## src/rtl/hdx_pkg.sv

```systemverilog
package hdx_pkg;
   typedef enum logic [2:0] {
      SEL_CTRL   = 3'd0,
      SEL_CNT_LO = 3'd1,
      SEL_CNT_HI = 3'd2,
      SEL_ADR_LO = 3'd3,
      SEL_ADR_HI = 3'd4,
      SEL_TRIG   = 3'd5,
      SEL_ACK    = 3'd6
   } sel_e;

   localparam logic [2:0] DST_MAIN = 3'd2;
   localparam logic [2:0] DST_SUB  = 3'd3;
   localparam logic [2:0] DST_PCM  = 3'd4;
   localparam logic [2:0] DST_PRG  = 3'd5;
   localparam logic [2:0] DST_WORD = 3'd7;

   typedef enum logic [1:0] {KIND_NONE, KIND_HOST, KIND_DMA} kind_e;

   function automatic kind_e classify(input logic [2:0] d);
      case (d)
         DST_MAIN, DST_SUB:          return KIND_HOST;
         DST_PCM, DST_PRG, DST_WORD: return KIND_DMA;
         default:                    return KIND_NONE;
      endcase
   endfunction
endpackage

```

## src/rtl/hdx_counters.sv

```systemverilog
module hdx_counters #(
   parameter int CNT_W  = 16,
   parameter int LIVE_W = 12
) (
   input  logic             clk,
   input  logic             rst_n,
   input  logic             wr_cnt_lo,
   input  logic             wr_cnt_hi,
   input  logic             wr_adr_lo,
   input  logic             wr_adr_hi,
   input  logic [7:0]       wdata,
   input  logic             clip,
   input  logic             step,
   input  logic             reload,
   input  logic             dma_fin,
   output logic [CNT_W-1:0] cnt,
   output logic [CNT_W-1:0] adr,
   output logic             le0,
   output logic             le2
);
   localparam logic [CNT_W-1:0] LIVE_MASK = CNT_W'((64'd1 << LIVE_W) - 64'd1);
   localparam logic [CNT_W-9:0] HI_MASK   = LIVE_MASK[CNT_W-1:8];

   logic [CNT_W-1:0] step_v;
   assign step_v = cnt - CNT_W'(2);
   assign le0    = $signed(step_v) <= 0;
   assign le2    = $signed(step_v) <= 2;

   always_ff @(posedge clk or negedge rst_n) begin
      if (!rst_n) begin
         cnt <= '0;
      end else if (wr_cnt_lo) begin
         cnt[7:0] <= wdata;
      end else if (wr_cnt_hi) begin
         cnt[CNT_W-1:8] <= wdata[CNT_W-9:0] & HI_MASK;
      end else if (clip) begin
         cnt <= cnt & LIVE_MASK;
      end else if (reload) begin
         cnt <= '1;
      end else if (step) begin
         cnt <= step_v;
      end
   end

   always_ff @(posedge clk or negedge rst_n) begin
      if (!rst_n) begin
         adr <= '0;
      end else if (wr_adr_lo) begin
         adr[7:0] <= wdata;
      end else if (wr_adr_hi) begin
         adr[CNT_W-1:8] <= wdata[CNT_W-9:0];
      end else if (step) begin
         adr <= adr + CNT_W'(2);
      end else if (dma_fin) begin
         adr <= adr + cnt + CNT_W'(1);
      end
   end
endmodule

```

## src/rtl/hdx_dma_timer.sv

```systemverilog
module hdx_dma_timer #(
   parameter int LIVE_W       = 12,
   parameter int CYC_PER_BYTE = 4
) (
   input  logic              clk,
   input  logic              rst_n,
   input  logic              start,
   input  logic              cancel,
   input  logic [LIVE_W-1:0] len,
   output logic              expire,
   output logic              busy,
   output logic              done
);
   localparam int SHIFT = $clog2(CYC_PER_BYTE);
   localparam int TW    = LIVE_W + SHIFT + 1;

   logic [TW-1:0] load_val;
   logic [TW-1:0] left;

   generate
      if ((CYC_PER_BYTE & (CYC_PER_BYTE - 1)) == 0) begin : g_shift
         assign load_val = TW'(len) << SHIFT;
      end else begin : g_mul
         assign load_val = TW'(len) * TW'(CYC_PER_BYTE);
      end
   endgenerate

   assign expire = busy && (left == '0) && !start && !cancel;

   always_ff @(posedge clk or negedge rst_n) begin
      if (!rst_n) begin
         busy <= 1'b0;
         left <= '0;
         done <= 1'b0;
      end else begin
         done <= expire;
         if (cancel) begin
            busy <= 1'b0;
         end else if (start) begin
            busy <= 1'b1;
            left <= load_val;
         end else if (busy) begin
            if (left == '0) busy <= 1'b0;
            else            left <= left - TW'(1);
         end
      end
   end
endmodule

```

## src/rtl/hdx_status.sv

```systemverilog
module hdx_status (
   input  logic clk,
   input  logic rst_n,
   input  logic trig_ok,
   input  logic trig_host,
   input  logic host_adv,
   input  logic le0,
   input  logic le2,
   input  logic expire,
   input  logic ack,
   input  logic abort,
   input  logic ctrl_wr,
   input  logic irq_en_new,
   input  logic irq_en,
   input  logic dec_pend,
   output logic idle,
   output logic unav,
   output logic endp_n,
   output logic ready,
   output logic hend,
   output logic irq
);
   always_ff @(posedge clk or negedge rst_n) begin
      if (!rst_n) begin
         idle   <= 1'b1;
         unav   <= 1'b1;
         endp_n <= 1'b1;
         ready  <= 1'b0;
         hend   <= 1'b0;
         irq    <= 1'b0;
      end else begin
         if (abort) begin
            idle <= 1'b1;
            unav <= 1'b1;
         end
         if (ctrl_wr) irq <= irq_en_new && !endp_n;
         if (trig_ok) begin
            idle  <= 1'b0;
            hend  <= 1'b0;
            unav  <= !trig_host;
            ready <= trig_host;
         end
         if (host_adv) begin
            if (le0) begin
               idle  <= 1'b1;
               unav  <= 1'b1;
               ready <= 1'b0;
               hend  <= 1'b1;
            end else if (le2) begin
               ready <= 1'b1;
               hend  <= 1'b1;
               if (endp_n) begin
                  endp_n <= 1'b0;
                  if (irq_en) irq <= 1'b1;
               end
            end
         end
         if (expire) begin
            idle  <= 1'b1;
            unav  <= 1'b1;
            ready <= 1'b0;
            hend  <= 1'b1;
            if (endp_n) begin
               endp_n <= 1'b0;
               if (irq_en) irq <= 1'b1;
            end
         end
         if (ack) begin
            endp_n <= 1'b1;
            if (!dec_pend) irq <= 1'b0;
         end
      end
   end
endmodule

```

## src/rtl/hdx_engine.sv

```systemverilog
module hdx_engine #(
   parameter int CNT_W        = 16,
   parameter int LIVE_W       = 12,
   parameter int BUF_AW       = 14,
   parameter int CYC_PER_BYTE = 4
) (
   input  logic              clk,
   input  logic              rst_n,
   input  logic              cfg_wr,
   input  logic [2:0]        cfg_sel,
   input  logic [7:0]        cfg_wdata,
   input  logic [2:0]        dest_code,
   input  logic              dec_irq_pend,
   input  logic              host_rd,
   input  logic              host_is_sub,
   output logic [15:0]       host_rdata,
   output logic [BUF_AW-1:0] buf_addr,
   input  logic [15:0]       buf_rdata,
   output logic              xfer_idle,
   output logic              data_avail_n,
   output logic              end_pend_n,
   output logic              host_ready,
   output logic              host_end,
   output logic              irq,
   output logic              dma_done,
   output logic [CNT_W-1:0]  byte_count,
   output logic [CNT_W-1:0]  addr_count
);
   import hdx_pkg::*;

   generate
      if (CNT_W != 16) begin : g_bad_cnt
         $error("hdx_engine: CNT_W must be 16 (two byte lanes)");
      end
      if (LIVE_W < 8 || LIVE_W >= CNT_W) begin : g_bad_live
         $error("hdx_engine: LIVE_W must lie in [8, CNT_W)");
      end
      if (BUF_AW < 2 || BUF_AW > CNT_W) begin : g_bad_aw
         $error("hdx_engine: BUF_AW out of range");
      end
      if (CYC_PER_BYTE < 1) begin : g_bad_cyc
         $error("hdx_engine: CYC_PER_BYTE must be positive");
      end
   endgenerate

   logic [7:0] ctrl_q;
   logic       out_en, irq_en;
   assign out_en = ctrl_q[0];
   assign irq_en = ctrl_q[1];

   logic wr_ctrl, wr_trig, wr_ack;
   assign wr_ctrl = cfg_wr && (cfg_sel == SEL_CTRL);
   assign wr_trig = cfg_wr && (cfg_sel == SEL_TRIG);
   assign wr_ack  = cfg_wr && (cfg_sel == SEL_ACK);

   kind_e kind;
   assign kind = classify(dest_code);

   logic trig_ok, abort, match, host_adv, le0, le2, expire, dma_busy;
   assign trig_ok = wr_trig && out_en;
   assign abort   = wr_ctrl && !cfg_wdata[0];
   assign match   = host_is_sub ? (dest_code == DST_SUB) : (dest_code == DST_MAIN);
   assign host_adv = host_rd && !cfg_wr && !data_avail_n && match;

   always_ff @(posedge clk or negedge rst_n) begin
      if (!rst_n)       ctrl_q <= '0;
      else if (wr_ctrl) ctrl_q <= cfg_wdata;
   end

   hdx_counters #(.CNT_W(CNT_W), .LIVE_W(LIVE_W)) u_cnt (
      .clk(clk), .rst_n(rst_n),
      .wr_cnt_lo(cfg_wr && (cfg_sel == SEL_CNT_LO)),
      .wr_cnt_hi(cfg_wr && (cfg_sel == SEL_CNT_HI)),
      .wr_adr_lo(cfg_wr && (cfg_sel == SEL_ADR_LO)),
      .wr_adr_hi(cfg_wr && (cfg_sel == SEL_ADR_HI)),
      .wdata(cfg_wdata),
      .clip(trig_ok || wr_ack),
      .step(host_adv),
      .reload((host_adv && le0) || expire),
      .dma_fin(expire),
      .cnt(byte_count), .adr(addr_count),
      .le0(le0), .le2(le2)
   );

   hdx_dma_timer #(.LIVE_W(LIVE_W), .CYC_PER_BYTE(CYC_PER_BYTE)) u_tmr (
      .clk(clk), .rst_n(rst_n),
      .start(trig_ok && (kind == KIND_DMA)),
      .cancel(abort || (trig_ok && (kind != KIND_DMA))),
      .len(byte_count[LIVE_W-1:0]),
      .expire(expire), .busy(dma_busy), .done(dma_done)
   );

   hdx_status u_st (
      .clk(clk), .rst_n(rst_n),
      .trig_ok(trig_ok), .trig_host(kind == KIND_HOST),
      .host_adv(host_adv), .le0(le0), .le2(le2),
      .expire(expire), .ack(wr_ack), .abort(abort),
      .ctrl_wr(wr_ctrl), .irq_en_new(cfg_wdata[1]), .irq_en(irq_en),
      .dec_pend(dec_irq_pend),
      .idle(xfer_idle), .unav(data_avail_n), .endp_n(end_pend_n),
      .ready(host_ready), .hend(host_end), .irq(irq)
   );

   assign buf_addr = {addr_count[BUF_AW-1:1], 1'b0};

   always_ff @(posedge clk or negedge rst_n) begin
      if (!rst_n)       host_rdata <= '1;
      else if (host_rd) host_rdata <= data_avail_n ? 16'hFFFF : buf_rdata;
   end
endmodule

```

## config.mk

```make
export PLATFORM = sky130hd
export DESIGN_NAME = hdx_engine
export DESIGN_NICKNAME = d
export VERILOG_FILES = /design/src/rtl/hdx_pkg.sv /design/src/rtl/hdx_counters.sv /design/src/rtl/hdx_dma_timer.sv /design/src/rtl/hdx_status.sv /design/src/rtl/hdx_engine.sv
export SDC_FILE = /design/constraint.sdc
export NUM_CORES = 1
export LEC_CHECK = 0
export ABC_AREA = 1
export BUFFER_PORTS_ARGS = -buffer_cell sky130_fd_sc_hd__buf_4
export CORE_MARGIN = 5
export CORE_UTILIZATION = 25
export CTS_CLUSTER_SIZE = 25
export DETAILED_ROUTE_END_ITERATION = 16
export PLACE_DENSITY = 0.42
export SYNTH_ARGS = -nofsm -noshare
export SYNTH_HDL_FRONTEND = slang
export SYNTH_HIERARCHICAL = 1
export SYNTH_SLANG_ARGS = --single-unit
```

## constraint.sdc

```tcl
create_clock -name clk -period 3.05 [get_ports clk]
set_input_delay 0.1525 -clock clk [delete_from_list [all_inputs] [get_ports clk]]
set_output_delay 0.1525 -clock clk [all_outputs]
set_load 0.02 [all_outputs]
```

==> impl_metrics.tcl, run 1 <==
set metrics [dict create \
    setup_violations 0 \
    grt_start_max_net_pins 37 \
    r2r-start "u_cnt/cnt[2]" \
    layout.nets 1048 \
    power_density_nw_per_um2 1010 \
    cp-start-kind "flop" \
    antenna_found_initial 0 \
    synth-seq-cells 73 \
    n_antenna_cell 0 \
    root_buffer "clkbuf_16" \
    synth_ff_type "dfrtp_1" \
    synth_top_area_share_pct 23.3 \
    cp_cell_sequence "inv_1, ha_2, nand3_4, nor2_4, nand2_1, nand2_1, nand2_1, nor2_1, nand2_1, nor2_2, nand3_1, nand2_1, nand4_1, nand2_2, o21ai_0, nor2_1, buf_4, o21ai_0, o221ai_1" \
    fin_tns_setup_ps 0 \
    ios 105 \
    critPathCaptureType "flop" \
    synth_common_cells "293 x nand2_1, 109 x inv_1, 84 x nor2_1" \
    cts.sinks 73 \
    fin_skew_ps 11.3 \
    worstSetupPathType "reg -> reg" \
    required_ps 3310 \
    drt-vias-per-instance 4.64 \
    area_growth_pct 23.8 \
    port_buffers 103 \
    max_slew_margin_pct 63.7 \
    crit_path_start "u_cnt/cnt[2]" \
    slew_violations 0 \
    clock_path_buffers 2 \
    rsz0062_at_grt "no" \
    synth_edf_count 0 \
    synth.net_count 943 \
    grt_usage_pct 15.7 \
    drive_gt1_share_pct 20.9 \
    r2r_cells 19 \
    ys_types 48 \
    place_congestion 0.838 \
    rows 55 \
    crit_fanout 11 \
    maxCapViolations 0 \
    final.period_utilization_pct 88.0 \
    totalWireLength_um 21000 \
    syn_area_um2 5800 \
    yosysSeqAreaShare_pct 31.9 \
    synth_async_sr_flop_share_pct 100 \
    period_needed_ps 2680 \
    slowest_stage "dfrtp_1" \
    clock_latency_ps 350 \
    p_leak_uw 0.00377 \
    first_pass_iters 6 \
    grt-ovfl-total 0 \
    stdcell_area_um2 7180 \
    worstMarginPinSlew_ps 545 \
    start_util_pct 25.5 \
    yosys-top-cells-area "dfrtp_1 23%, nand2_1 19%, dfstp_2 8.6%" \
    detail-route-antenna-nets 0 \
    h-tree-depth 3 \
    slowest_delay_ps 440 \
    pre_cts_ws_ps 216 \
    cts_tree "yes" \
    hold_viol 0 \
    clk_pin_slew_ps 70 \
    drt_iter0_drc 390 \
    yosysTopAreaCell "dfrtp_1" \
    vdd_drop_max_v 0.000361 \
    wl_per_cell_um 16.4 \
    fillers 2586 \
    die_x_um 162 \
    grt_pass1_vias 5928 \
    timing.rr.end "u_cnt/cnt[3]" \
    core_area_um2 22700 \
    post_cts_buffers 0 \
    yosysWarnings 6 \
    dieHeight_um 162 \
    status "finished, final reports clean" \
    via_count 5957 \
    hp-class "in -> reg" \
    arrival_ps 2940 \
    remaining_drc_errors 0 \
    syn_area_per_cell_um2 6.53 \
    crit_path_end "u_cnt/cnt[3]" \
    die_area_um2 26300 \
    ff2ff_setup_slack_ps 370 \
    worstHoldStart "buf_rdata[15]" \
    max_freq_ghz 0.373 \
    grt_pass1_wl_um 32600 \
    path_common_cell "nand2_1" \
    synth_cells 888 \
    yosysMostFrequentCell "nand2_1" \
    dpl_cell_area_um2 6870 \
    dpl.hpwl_um 16200 \
    cts_buffers 9 \
    finalWorstSetupSlack_ps 367 \
]
-- kinds of logic after synthesis --
logic type / synth area share, %
flops: 31.9
buf+inv: 11.5
fa+ha+maj: 4.23
simple gates: 37.7
compound gates: 12.7
other cells: 0.0647
xor+xnor: 1.96
-- area by class of cell --
class	count	area (um^2)	share of cell area [%]
multi-input cells	666	3300	45.9
flip-flops and latches	73	1850	25.8
repair buffers	125	941	13.1
inverters	118	443	6.17
well taps	285	357	4.97
clock buffers	10	250	3.49
clock inverters	6	38.8	0.540
-- critical path, delay by kind of cell (launching register included) --
kind / cells / cell delay, ps
simple gates: 13 / 1350
flops: 1 / 440
compound gates: 3 / 310
buf+inv: 2 / 280
fa+ha+maj: 1 / 210
-- sequential cells by signal, indices dropped and copies added (netlist names) --
| name | count |
|---|---|
| ctrl_q | 2 |
| u_st/irq | 1 |
| u_st/idle | 1 |
| u_tmr/done | 1 |
| u_st/hend | 1 |
| u_tmr/busy | 1 |
| u_st/ready | 1 |
| u_tmr/left | 15 |
| u_st/endp_n | 1 |
| u_st/unav | 1 |
| u_cnt/cnt | 16 |
| host_rdata | 16 |
| u_cnt/adr | 16 |
-- what timing repair did --
item	CTS	global route
hold endpoints to repair	29	0
resized for setup	0	5
endpoints found under the setup margin	0	9
hold buffers	1	0
-- routing by layer --
layer / vias to the layer above / GRT usage [%] / part of all wire, %
li1: 3044 / - / -
met4: 0 / 3.42 / 1.6
met3: 21 / 3.10 / 4.5
met5: - / 0 / 0
met1: 2761 / 21.0 / 47
met2: 131 / 26.4 / 47
-- layout by cell type, fill, tap and decap left out, types with 2 or more instances in the layout --
cell type / synthesis / layout
dfstp_2: 19 / 19
nand3b_1: 4 / 4
inv_2: 7 / 7
clkinv_1: 2 / 2
o21bai_1: 2 / 2
o21ai_2: 1 / 2
nor3_1: 13 / 12
nor3_2: 1 / 2
ha_1: 18 / 17
nand3_2: 3 / 3
o21ai_0: 60 / 59
inv_1: 109 / 109
nand2_1: 293 / 291
nand3_1: 66 / 66
a31oi_1: 7 / 7
dfrtp_1: 54 / 54
clkinv_2: 0 / 3
xnor2_1: 3 / 3
nor2_2: 14 / 14
clkbuf_16: 0 / 10
o221ai_1: 9 / 9
nand2_2: 3 / 5
a21oi_1: 35 / 35
nand4_1: 6 / 6
o211ai_1: 3 / 3
a22oi_1: 2 / 2
o21ai_1: 6 / 6
xor2_1: 10 / 10
buf_4: 16 / 124
nor2_4: 5 / 5
nor2_1: 84 / 84
or2_2: 5 / 5
-- worst min-delay path by stage --
stage	to	cells past startpoint
after CTS	host_rdata[15]	3
after global routing	host_rdata[7]	3
final	host_rdata[15]	3
after floorplan	ctrl_q[0]	0
after detailed placement	u_tmr/left[14]	1
after global placement	u_tmr/left[14]	1
-- power breakdown --
group          switching [uW]  internal, uW
combinational            2690          1590
clock                     475           602
sequential                579          1350
-- stage by stage --
| step | power (uW) | hold WS, ps | util (%) | std cells |
|---|---|---|---|---|
| global route | 7980 | 24.4 | 31.6 | 1283 |
| finish | 7290 | 28.3 | 31.6 | 1283 |
| detailed placement | 6260 | 180 | 30.2 | 1266 |
| floorplan | 4800 | -143 | - | 888 |
| CTS | 7380 | 8.84 | 31.6 | 1283 |
| global placement | 6280 | 181 | 30.2 | 1266 |
(Power assumes the default switching activity.)
==> inputs of run 2 (changes only) <==
- ABC_AREA: 1 -> unset
- CTS_CLUSTER_DIAMETER: unset -> 120
==> run 2 against run 1 <==
The flow now finishes with violations (negative setup slack). Total power fell by 23%. Clock power about the same. Sequential power decreased by 16%. Final area down 1.5%. Critical path depth decreased by 3. Sequential share of layout area is 0.43 points higher. Register-to-register slack worse by 370 ps. Die area down 7.6%. Utilization grew 2.0 points. Clock skew shrank 6.7 ps. Critical path type unchanged. Critical endpoint is now u_cnt/cnt[10]. Largest power group unchanged.
==> impl_metrics.tcl, run 2 <==
set metrics [dict create \
    drt-vias-per-instance 5.07 \
    maxCapViolations 0 \
    synth-seq-cells 73 \
    synth_cells 639 \
    fin_tns_setup_ps -7.76 \
    yosysMostFrequentCell "nor2_1" \
    dpl_cell_area_um2 6610 \
    max_freq_ghz 0.327 \
    syn_area_per_cell_um2 8.34 \
    rows 53 \
    pre_cts_ws_ps -132 \
    layout.nets 819 \
    rsz0062_at_grt "yes" \
    finalWorstSetupSlack_ps -5.09 \
    grt_pass1_wl_um 28600 \
    synth_ff_type "dfrtp_1" \
    hold_slack_ps 24.4 \
    pwr-share-clk_pct 18.7 \
    antenna_found_initial 0 \
    p_int_uw 3130 \
    first_pass_iters 5 \
    die_area_um2 24300 \
    clk_pin_slew_ps 70 \
    timing.critical_path.buf_inv 1 \
    fin_skew_ps 4.61 \
    cpLargestDelayFamily "simple AND/OR/NAND/NOR gates" \
    vdd_drop_max_v 0.000371 \
    cp_cell_sequence "inv_2, ha_4, or4b_4, nor2_4, nand2_4, nor2_4, xnor2_2, o2111ai_2, o31ai_2, a21o_1, nor2_4, nor2_2, nor2_1, nor2_4, a21oi_1, a31oi_1" \
    setup_violations 2 \
    yosysTopAreaCell "dfrtp_1" \
    clock_path_buffers 2 \
    path_common_cell "nor2_4" \
    remaining_drc_errors 0 \
    cts_buffers 9 \
    wl_per_cell_um 17.6 \
    max_slew_margin_pct 42.7 \
    ys_types 81 \
    critPathCaptureType "flop" \
    violations "negative setup slack" \
    ios 105 \
    grt_usage_pct 14.9 \
    grt_busiest_layer "met2" \
    cts_tree "yes" \
    period_needed_ps 3060 \
    drt_iter0_drc 317 \
    place_congestion 0.836 \
    h-tree-depth 3 \
    use_met2_pct 24.6 \
    seq_area_um2 1850 \
    clock_latency_ps 350 \
    arrival_ps 3320 \
    grt_start_max_net_pins 62 \
    dieHeight_um 156 \
    via_count 5290 \
    synth.net_count 694 \
    p_leak_uw 0.00300 \
    synth_top_area_share_pct 25.4 \
    port_buffers 103 \
    synth_common_cells "85 x nor2_1, 61 x o21ai_0, 59 x a21oi_1" \
    grt_pass1_vias 5173 \
    use_met1_pct 19.6 \
    worstMarginPinSlew_ps 859 \
    dpl.hpwl_um 13500 \
    final.period_utilization_pct 100 \
    slowest_delay_ps 490 \
    swShare_pct 44.4 \
    switchingPower_uw 2500 \
    synth_async_sr_flop_share_pct 100 \
    fillers 2139 \
    area_growth_pct 32.7 \
    status "finished with violations" \
    p_comb_share_pct 52.4 \
    crit_fanout 8 \
    yosysWarnings 6 \
    yosys-top-cells-area "dfrtp_1 25%, dfstp_2 9.4%, nor2_1 6.0%" \
    cts.sinks 73 \
    final_common_cell "buf_4" \
    worstSetupPathType "reg -> reg" \
    n_antenna_cell 0 \
    syn_area_um2 5330 \
    required_ps 3320 \
    cp-start-kind "flop" \
    final_cell_mix "152 x buf_4, 79 x nor2_1, 58 x a21oi_1, 56 x o21ai_0, 52 x dfrtp_1" \
    hp-class "in -> reg" \
    detail-route-antenna-nets 0 \
    synth_edf_count 0 \
    yosysSeqAreaShare_pct 34.7 \
    stdcell_area_um2 7070 \
    totalWireLength_um 18300 \
    grt_util_met3_pct 3.11 \
    slowest_stage "or4b_4" \
    seqPwrFrac_pct 28.9 \
    core_area_um2 21000 \
    start_util_pct 25.3 \
    drive_gt1_share_pct 33.4 \
    grt-ovfl-total 0 \
    die_x_um 156 \
    hold_viol 0 \
    slew_violations 0 \
    root_buffer "clkbuf_16" \
    reg_top3 "host_rdata x16, u_cnt/adr x16, u_cnt/cnt x16" \
    multi_input_area_um2 3290 \
    power_density_nw_per_um2 797 \
]
-- run 2: changes by cell type in the layout (fill, tap and decap cells not counted), moves of 8 or more --
| cell | delta |
|---|---|
| nor3b_1 | +8 |
| o221ai_1 | -8 |
| nand2_1 | -246 |
| a21o_1 | +8 |
| nand3_1 | -51 |
| nor2b_1 | +10 |
| nand2b_1 | +9 |
| a21oi_1 | +23 |
| inv_1 | -92 |
| buf_4 | +28 |
| nor2_2 | -11 |
-- run 2: logic make-up after synthesis --
| group | Yosys count | synth area share [%] |
|---|---|---|
| AOI/OAI and AO/OA | 208 | 24.2 |
| xor gates and xnor gates | 22 | 3.62 |
| adders and majority gates | 19 | 4.60 |
| buffers and inverters | 65 | 6.20 |
| DFF | 73 | 34.7 |
| muxes | 10 | 2.04 |
| other | 1 | 0.0704 |
| and+or+nand+nor | 241 | 24.5 |
-- run 2: path summary, 6_finish.rpt --
kind / slack (ps) / depth (start not counted) / end / startpoint
worst min-delay path: 20 / 2 / host_rdata[8] / buf_rdata[8]
worst min register to register: 490 / 2 / host_rdata[13] / host_rdata[13]
worst max register to register: -5 / 16 / u_cnt/cnt[10] / u_cnt/cnt[2]
worst max-delay path: -5 / 16 / u_cnt/cnt[10] / u_cnt/cnt[2]
max in group asynchronous: 1810 / 3 / host_rdata[8] / rst_n
min in group asynchronous: 470 / 2 / u_tmr/left[1] / rst_n
-- run 2: per-stage QoR --
| step | std cells | utilization, % | total power (uW) |
|---|---|---|---|
| after floorplan | 639 | - | 3490 |
| after global placement | 1020 | 31.4 | 4520 |
| after detailed placement | 1020 | 31.4 | 4530 |
| after CTS | 1038 | 33.1 | 5650 |
| after global routing | 1044 | 33.6 | 6050 |
| final | 1044 | 33.6 | 5630 |
-- run 2: routing by layer --
metal / part of all wire [%] / wire (um) / vias to the layer above
met5: 0 / 0 / -
met3: 5.1 / 931 / 18
li1: - / - / 2573
met1: 44 / 8140 / 2555
met4: 1.7 / 309 / 0
met2: 49 / 8960 / 144
-- run 2: layout make-up --
| type | instances | share of cell area, % |
|---|---|---|
| clock buffer | 9 | 3.19 |
| timing repair buffer | 157 | 17.0 |
| sequential | 73 | 26.2 |
| inverter | 22 | 1.33 |
| tap | 275 | 4.87 |
| multi-input combinational | 501 | 46.5 |
| clock inverter | 7 | 0.832 |
-- run 2: power by group through the flow --
stage                     logic (uW)  registers (uW)  clock network (uW)
after floorplan                 1660            1840                   0
after global placement          2880            1630                   0
after detailed placement        2880            1650                   0
after CTS                       2920            1630                1100
after global routing            3230            1690                1130
final                           2950            1630                1050
-- run 2: timing repair --
action | in CTS | in global routing
gates resized for setup | 8 | 22
hold buffers | 1 | 0
setup endpoints to repair | 13 | 20
setup buffers | 1 | 6
hold endpoints to repair | 54 | 0
pin swaps | 4 | 18
==> inputs of run 3 (changes only) <==
- PLACE_DENSITY: 0.42 -> 0.44
- clock period: 3.05 -> 2.5 ns (I/O delays scaled with it)
==> run 3 against run 2 <==
The flow still finishes with violations (negative setup slack). Count of clock-buffer cells in the layout up 1. Clock skew grew 3.2 ps. Maximum frequency down 1.1%. Wire length rose by 5.3%. Clock power up 27%. Non-clock buffer count is 79 higher. Sequential power is 13% higher. Critical path depth is the same. Total power grew 34%. Via count is 7.1% higher. Critical endpoint is now u_cnt/cnt[7]. Largest power group unchanged.
==> impl_metrics.tcl, run 3 (same netlist as run 2, synthesis figures left out) <==
set metrics [dict create \
    rsz0062_at_grt "yes" \
    via_count 5664 \
    detail-route-antenna-nets 0 \
    setup_violations 28 \
    p_leak_uw 0.00346 \
    antenna_found_initial 0 \
    drt_iter0_drc 305 \
    cp_cell_sequence "inv_2, ha_4, or4b_4, nor2_4, nand2_4, nor2_4, xnor2_2, o2111ai_2, o31ai_2, a21o_1, nor2_4, nor2_4, o21ai_0, nor2_1, a21oi_1, o21ai_0" \
    place_congestion 0.855 \
    fin_skew_ps 7.85 \
    power_density_nw_per_um2 957 \
    period_needed_ps 3090 \
    final_cells 1123 \
    dpl.hpwl_um 14200 \
    arrival_ps 3360 \
    core_area_um2 21000 \
    slowest_delay_ps 480 \
    cts.sinks 73 \
    final_cell_mix "215 x buf_4, 76 x nor2_1, 52 x a21oi_1, 51 x dfrtp_1, 43 x nand2_1" \
    max_freq_ghz 0.324 \
    first_pass_iters 5 \
    cts_buffers 9 \
    cts_tree "yes" \
    die_x_um 156 \
    vdd_drop_max_v 0.000525 \
    grt-ovfl-total 0 \
    hold_viol 0 \
    dpl_cell_area_um2 7120 \
    clk_pin_slew_ps 70 \
    area_growth_pct 48.5 \
    die_area_um2 24300 \
    slew_violations 0 \
    rows 53 \
    totalWireLength_um 19300 \
    final_common_cell "buf_4" \
    cp-start-kind "flop" \
    root_buffer "clkbuf_16" \
    grt_start_max_net_pins 46 \
    cpLargestDelayFamily "simple AND/OR/NAND/NOR gates" \
    maxCapViolations 0 \
    crit_fanout 5 \
    drive_gt1_share_pct 43.0 \
    critPathCaptureType "flop" \
    worstMarginPinSlew_ps 751 \
    post-place-cells 1078 \
    dieHeight_um 156 \
    worstSetupPathType "reg -> reg" \
    grt_usage_pct 15.7 \
    port_buffers 103 \
    n_antenna_cell 0 \
    finalWorstSetupSlack_ps -591 \
    grt_pass1_wl_um 30500 \
    fin_tns_setup_ps -9890 \
    final.period_utilization_pct 124 \
    slowest_stage "or4b_4" \
    remaining_drc_errors 0 \
    violations "negative setup slack" \
    layout.nets 898 \
    reg_top3 "host_rdata x16, u_cnt/adr x16, u_cnt/cnt x16" \
    status "finished with violations" \
    ios 105 \
    grt_pass1_vias 5693 \
    h-tree-depth 3 \
    clock_path_buffers 2 \
    required_ps 2770 \
    stdcell_area_um2 7910 \
    clock_latency_ps 340 \
    hp-class "in -> reg" \
    start_util_pct 25.3 \
    max_slew_margin_pct 49.2 \
    timing.critical_path.buf_inv 1 \
    path_common_cell "nor2_4" \
    wl_per_cell_um 17.2 \
    drt-vias-per-instance 5.04 \
]
run 3: cell count changes in the layout (fill, tap and decap cells not counted), sizes merged:
| cell | change |
|---|---|
| buf | +76 |
| dlygate4sd3 | +3 |
| inv | -3 |
| clkinv | +2 |
| clkbuf | +1 |
run 3: cell type report:
class | count | area (um^2)
Sequential cell | 73 | 1850
Multi-Input combinational cell | 501 | 3440
Timing Repair Buffer | 236 | 1890
Tap cell | 275 | 344
Clock buffer | 10 | 250
Fill cell | 2106 | 13100
Clock inverter | 6 | 46.3
Inverter | 22 | 93.8
run 3: stage by stage:
stage	worst slack (ps)	utilization (%)	total power (uW)	hold WS [ps]
final	-591	37.6	7570	16.9
after CTS	-453	36.9	7570	3.24
after floorplan	-627	-	4300	-171
after detailed placement	-634	33.9	5990	116
after global routing	-742	37.6	8100	18.1
after global placement	-496	33.9	5940	115
run 3: timing repair:
action,4_1_cts,5_1_grt
hold buffers,4,0
setup buffers,22,10
resized for setup,45,32
endpoints found under the setup margin,38,46
endpoints found under the hold margin,31,0
pin swaps,29,18
run 3: worst reg2reg max path, delay by kind of cell, from the launching register on:
kind / cells / cell delay, ps
simple gates: 7 / 1220
xor+xnor: 1 / 140
buf+inv: 1 / 80
fa+ha+maj: 1 / 120
flops: 1 / 430
compound gates: 6 / 1010
run 3: final timing paths:
check | start | to | slack (ps) | cells after the start
max reg2reg | u_cnt/cnt[2] | u_cnt/cnt[7] | -590 | 16
min in group asynchronous | rst_n | u_cnt/adr[10] | 270 | 2
max | u_cnt/cnt[2] | u_cnt/cnt[7] | -590 | 16
max in group asynchronous | rst_n | host_rdata[9] | 1560 | 3
min | dec_irq_pend | u_st/irq | 20 | 3
min reg2reg | host_rdata[3] | host_rdata[3] | 490 | 2
run 3: routing by layer:
layer	vias to the layer above	GRT usage (%)	part of all wire, %
met5	-	0	0
met4	0	4.42	1.9
met3	28	3.30	5.7
met2	177	26.9	50
met1	2733	20.0	43
li1	2726	-	-
run 3: report_power, final:
group	internal (uW)	switching, uW
Sequential	1550	305
Combinational	2040	2350
Clock	743	587
Total	4330	3240
